`src/rtl/frz_regbank.sv`:
```
module frz_regbank #(
  parameter logic [7:0] CTRL_ADDR = 8'h02
) (
  input  logic        clk,
  input  logic        rst_n,
  input  logic        wr_en,
  input  logic [7:0]  addr,
  input  logic [7:0]  wdata,
  output logic [7:0]  rdata,
  output logic [55:0] frz_live,
  input  logic        irq_req,
  output logic        irq_lvl,
  output logic        irq_oe,
  output logic        sdout_oe,
  input  logic        sp_master,
  output logic        sp_clk_oe
);
  localparam int NSLOT = 7;

  function automatic logic [7:0] slot_addr(int s);
    return (s == 0) ? 8'h01 : 8'(8'h0E + s);
  endfunction

  logic [3:0]  ctrl;
  logic [7:0]  shadow [NSLOT];
  logic [7:0]  live   [NSLOT];
  logic [55:0] shadow_flat;

  wire pol    = ctrl[0];
  wire frz    = ctrl[1];
  wire tri_sd = ctrl[2];
  wire tri_sp = ctrl[3];

  wire ctrl_wr     = wr_en && addr == CTRL_ADDR;
  wire release_frz = frz && ctrl_wr && !wdata[1];

  always_ff @(posedge clk)
    if (!rst_n)       ctrl <= '0;
    else if (ctrl_wr) ctrl <= wdata[3:0];

  for (genvar g = 0; g < NSLOT; g++) begin : g_slot
    wire hit = wr_en && addr == slot_addr(g);
    always_ff @(posedge clk)
      if (!rst_n) begin
        shadow[g] <= '0;
        live[g]   <= '0;
      end else begin
        if (hit) shadow[g] <= wdata;
        if (hit && !frz)   live[g] <= wdata;
        else if (release_frz) live[g] <= shadow[g];
      end
    assign frz_live[g*8 +: 8]    = live[g];
    assign shadow_flat[g*8 +: 8] = shadow[g];
  end

  always_comb begin
    rdata = '0;
    if (addr == CTRL_ADDR) rdata = {4'b0, ctrl};
    for (int s = 0; s < NSLOT; s++)
      if (addr == slot_addr(s)) rdata = shadow[s];
  end

  assign irq_oe    = pol ? 1'b1 : irq_req;
  assign irq_lvl   = pol & irq_req;
  assign sdout_oe  = ~tri_sd;
  assign sp_clk_oe = sp_master & ~tri_sp;
endmodule


```
`config.mk`:
```
export PLATFORM = sky130hd
export DESIGN_NAME = frz_regbank
export DESIGN_NICKNAME = d
export VERILOG_FILES = /design/src/rtl/frz_regbank.sv
export SDC_FILE = /design/constraint.sdc
export NUM_CORES = 1
export LEC_CHECK = 0
export CAP_MARGIN = 20
export CELL_PAD_IN_SITES_DETAIL_PLACEMENT = 0
export CELL_PAD_IN_SITES_GLOBAL_PLACEMENT = 1
export CORE_MARGIN = 2
export CORE_UTILIZATION = 30
export DETAILED_ROUTE_END_ITERATION = 16
export PLACE_DENSITY_LB_ADDON = 0.25
export SYNTH_ARGS = -nofsm -noshare
export SYNTH_HDL_FRONTEND = slang
export SYNTH_SLANG_ARGS = --single-unit
```
`constraint.sdc`:
```
create_clock -name clk -period 2.7 [get_ports clk]
set_input_delay 0.54 -clock clk [delete_from_list [all_inputs] [get_ports clk]]
set_output_delay 0.54 -clock clk [all_outputs]
set_load 0.02 [all_outputs]
```
# Yosys cells after proc, flatten, opt, wreduce, memory -nomap -nowiden
# Memory sizes are Yosys's and may differ from the RTL's.
# Index checks and enable logic that the tools add are counted.
# Widths: inputs -> output; s select.
[classes] reduce_logical=19 div_mod_pow=0 n_shift=0 n_eq_ne=8 n_mux=95 n_bitwise=25 addsub=0 n_mul=0 magnitude_cmp=0
[ops] op="$mux 8" n=28
[ops] op="$mux 1" n=66
[ops] op="$eq 8x5->1 const B" n=5
[ops] op="$or 1x1->1" n=21
[ops] op="$logic_and 1x1->1" n=17
[ops] op="$eq 8x1->1 const B" n=1
[ops] op="$eq 8x2->1 const B" n=1
[ops] op="$eq 8x4->1 const B" n=1
[ops] op="$mux 4" n=1
[ops] op="$and 1x1->1" n=2
[ops] op="$logic_not 1->1" n=2
[ops] op="$not 1->1" n=2
[totals] n_memories=2 inputBits=21 latch_bits=0 ff_bits=4 mem_bits_rw=112 elab_cells=150 romBits=0 output_inout_bits=68
[mem_list] memory="live" depth=7 width=8 rd=7 rd_clocked_by_memory_dff=0 write_ports=7 line="26" text="logic [7:0] live [NSLOT];"
[mem_list] memory="shadow" depth=7 width=8 rd=7 rd_clocked_by_memory_dff=0 write_ports=7 line="25" text="logic [7:0] shadow [NSLOT];"

# Logic depth before layout (Yosys ltp)
[logic_depth] ltp_word=9 depth_mapped=8 ltp_nobuf=4

# Worst setup path after synthesis
# OpenSTA, ideal clock, no wires.
[synth_timing] kind="input to register" from="input port addr[3]" to="memory live[5][0], enable pin" path_buffers=3 arrival_time_ns=2.336 required_ns=2.316 stages=6 setup_time_ns=0.384 path_slack_ns=-0.020 cell_sequence="buf_2 > or2_1 > clkbuf_1 > clkbuf_1 > or3_1 > o21ai_0"
[synth_lines] item="start, declared" line="7" text="input logic [7:0] addr,"
[synth_lines] item="end, declared" line="26"

# Final worst setup path
[layout_timing] from="input port addr[7]" to="output port rdata[5]"
[layout_between] elab_chain_cells=8 word_cells_on_any_way=14 cone_classes="7 x eq/ne; 7 x mux"
[layout_rtl] item="$eq 8x1->1" line="60" text="if (addr == slot_addr(s)) rdata = shadow[s];"
[layout_rtl] item="$mux 8 (6 in series)" line="60"
[layout_rtl] item="$mux 8 (*)" line="60"
[layout_rtl] item="end, declared" line="9" text="output logic [7:0] rdata,"
# Every way passes the cells marked *; elsewhere a longest branch is shown, timed or not.

==> reports/qor.txt <==
Starting DRC count in detailed routing: 381
Syn_nets: 440
Setup ws final: -0.1037 ns
Fin crit share: 103.8%
# H-tree levels: 4
CP dominant cell by count: buf_6
Number of global-route vias before repair: 4235
Synth warn: 0
N_diodes: 0
Post-synthesis sequential area ratio: 62.67%
Maximum VDD drop: 0.3858 mV
Cell Chain, Critical Path: buf_6, or4b_4, buf_12, buf_6, or3_4, o22ai_2, a21oi_2, buf_4
CP Capture Type: output pin
DRT Wirelength: 18530 microns
Global route total overflow: 0
GPL Wtd Cong: 0.9753
Worst-Margin Slew: 0.5728 ns
Worst hold slack: 0.5722 ns
Number of synthesized flops with an enable pin: 112
Rows: 49
Pwr/cell area: 589.8 mW/mm^2
Hold path cells: 2
Status: finished, violations left
Cell leakage power: 0.002939 uW
DR WL/cell: 22.29 microns
Worst EP arrival: 2.26 ns
Worst r2r path cells: 5
Critical path's largest stage delay: 0.60 ns
Area leader, netlist: edfxtp_1
Cells after DPL: 796
Core area: 0.01796 sq mm
Ys async rst share: 0%
I/O pin count: 89
Final Hold Viols: 0
Clk_lat worst skew: 0.42 ns
I/O Buffers: 88
Synthesized area: 0.005494 sq mm
Area share of the largest cell type after synthesis: 61.22%
Vias: 4307
Largest cells by area after synthesis: edfxtp_1, a22o_1, and2_1
Die area: 0.01941 sq mm
# DRC: 0
Final Max Slew Viols: 0
Largest net degree at the start of global routing: 33
RSZ-0062 raised after global routing: true
Syn Area/Cell: 13.11 sq um
Drt pass-1 iters: 5
Post-DP HPWL: 13310 microns
Synth-to-Final Area Change: 45.50%
Final net count: 612
Syn Inst Count: 419
Global-route wire length before repair: 27150 microns
Final setup fails: 6
Worst Hold Class: reg -> reg
Fmax: 356.7 MHz
Initial antenna violation count: 1
CTS max path bufs: 2
Initial Util: 30.58%
CP max stage cell: or4b_4
Failing checks: setup timing
# Max-Cap Violations: 0
Relative slew slack: 61.69%
CTS Buf Count: 17
CTS Root Cell: clkbuf_16
TritonCTS clock tree: yes
Post-DRT Antenna Nets: 0
CP Class: in -> out
Yosys reg bits: 116
Die width: 139.3 microns
Crit path launch type: input pin
Share of layout cells above drive strength 1: 28.57%
Final non-filler cell total: 831
CTS clk-pin slew, worst paths: 0.05 ns
Critical Path Fanout Max: 4
Worst Path Required: 2.16 ns
Period minus WS final: 2.804 ns
Via/cell ratio: 5.183
Netlist cell types: 50
Main synth FF type: edfxtp_1
Clock Sink Count: 116
Clock Skews: 0.005480 ns
Tot GR Track Use: 19.27%
Die H: 139.3 microns
[what timing repair did]
| action | in CTS | in global routing |
|---|---|---|
| gates resized for setup | 89 | 15 |
| pin swaps | 12 | 13 |
| hold buffers | 0 | 0 |
| cloned | 0 | 0 |
| setup buffers | 5 | 0 |
| endpoints found under the setup margin | 8 | 8 |
[critical path: cells and delay by family]
family,cells,cell delay (ns)
buf+inv,4,0.53
compound gates,2,0.18
simple gates,2,1.01
[placed cells by master (no fill, tap or decap), types with 4 or more instances in the layout]
cell             count
o21ai_0             10
nor2b_1             13
nor4_4               4
a21oi_2              4
clkinv_1             4
inv_1                7
mux2i_1              5
o22ai_1              5
a21oi_1              6
clkinv_2             4
and2_1              60
clkdlybuf4s50_1     72
clkbuf_16           17
nand3b_1            10
buf_4               95
a22o_1              56
nand2_1              6
dfxtp_1              4
buf_12               8
o21ai_1              6
nor2_1              14
o31ai_1              4
buf_6                4
nand2b_1             5
edfxtp_1           112
[flip-flops by register name, indices dropped and copies added, names as in the netlist]
name / flops
live: 56
ctrl: 4
shadow: 56
[layer usage]
layer / global-route usage (%) / vias to the layer above / part of all wire, %
li1: - / 1968 / -
met1: 26.49 / 2125 / 44
met2: 30.16 / 175 / 47
met3: 2.856 / 39 / 5.2
met4: 8.931 / 0 / 3.5
met5: 0 / - / 0
[where the power goes]
part	leakage [uW]	internal, uW	switching, uW
clock network	0.000264	1320	798
registers	0.00110	2060	51.2
logic	0.00158	212	269
total	0.00294	3600	1120
[cell usage after synthesis, types with 2 or more instances]
cell        n
nand3b_1   10
o21ai_0    16
nor4_1      4
o32ai_1     3
o21a_1      3
or4b_1      2
o31ai_1     4
a21oi_1    12
and2_1     60
dfxtp_1     4
and3_1      2
nor3_1      2
a22oi_1     3
mux2i_1     5
nand2_1     6
o211ai_1    3
mux2_2      2
o22a_1      2
nor2_1     14
nor3b_1     2
nor2b_1    13
edfxtp_1  112
nor3_2      3
inv_1       7
a22o_1     56
buf_4       7
buf_2       6
nand2b_1    5
or3_1       2
a32oi_1     4
nand3_1     2
clkbuf_1   18
o22ai_1     8
[through the flow]
stage,util (%),worst slack [ns],area (sq um),power (uW),setup TNS [ns]
floorplan,-,0.05075,5494,2302,0
global placement,40.50,-0.7912,7276,2612,-28.30
detailed placement,40.50,-0.8059,7276,2614,-29.62
CTS,44.26,-0.1087,7950,4741,-0.5345
global route,44.50,-0.1158,7994,4841,-0.5291
finish,44.50,-0.1037,7994,4714,-0.3927
[area by class of cell]
class	count	area, sq um
inverters	7	26.28
clock buffers	17	425.4
flip-flops and latches	116	3443
fillers	1687	9970
repair buffers	186	1678
well taps	229	286.5
multi-input cells	263	2016
clock inverters	13	118.9
[worst paths after layout]
kind / startpoint / end / slack, ns
worst max-delay path: addr[7] / rdata[5] / -0.10
worst min-delay path: ctrl[0] / ctrl[0] / 0.57
worst max register to register: ctrl[1] / live[2][7] / 0.84
worst min register to register: ctrl[0] / ctrl[0] / 0.57
[cells by family after synthesis]
kind of cell	after synthesis	synth area share, %
simple gates	137	16.08
compound gates	119	16.44
flops	116	62.67
buf+inv	40	3.484
mux	7	1.321
No activity file was read; power rests on OpenSTA's default activity.
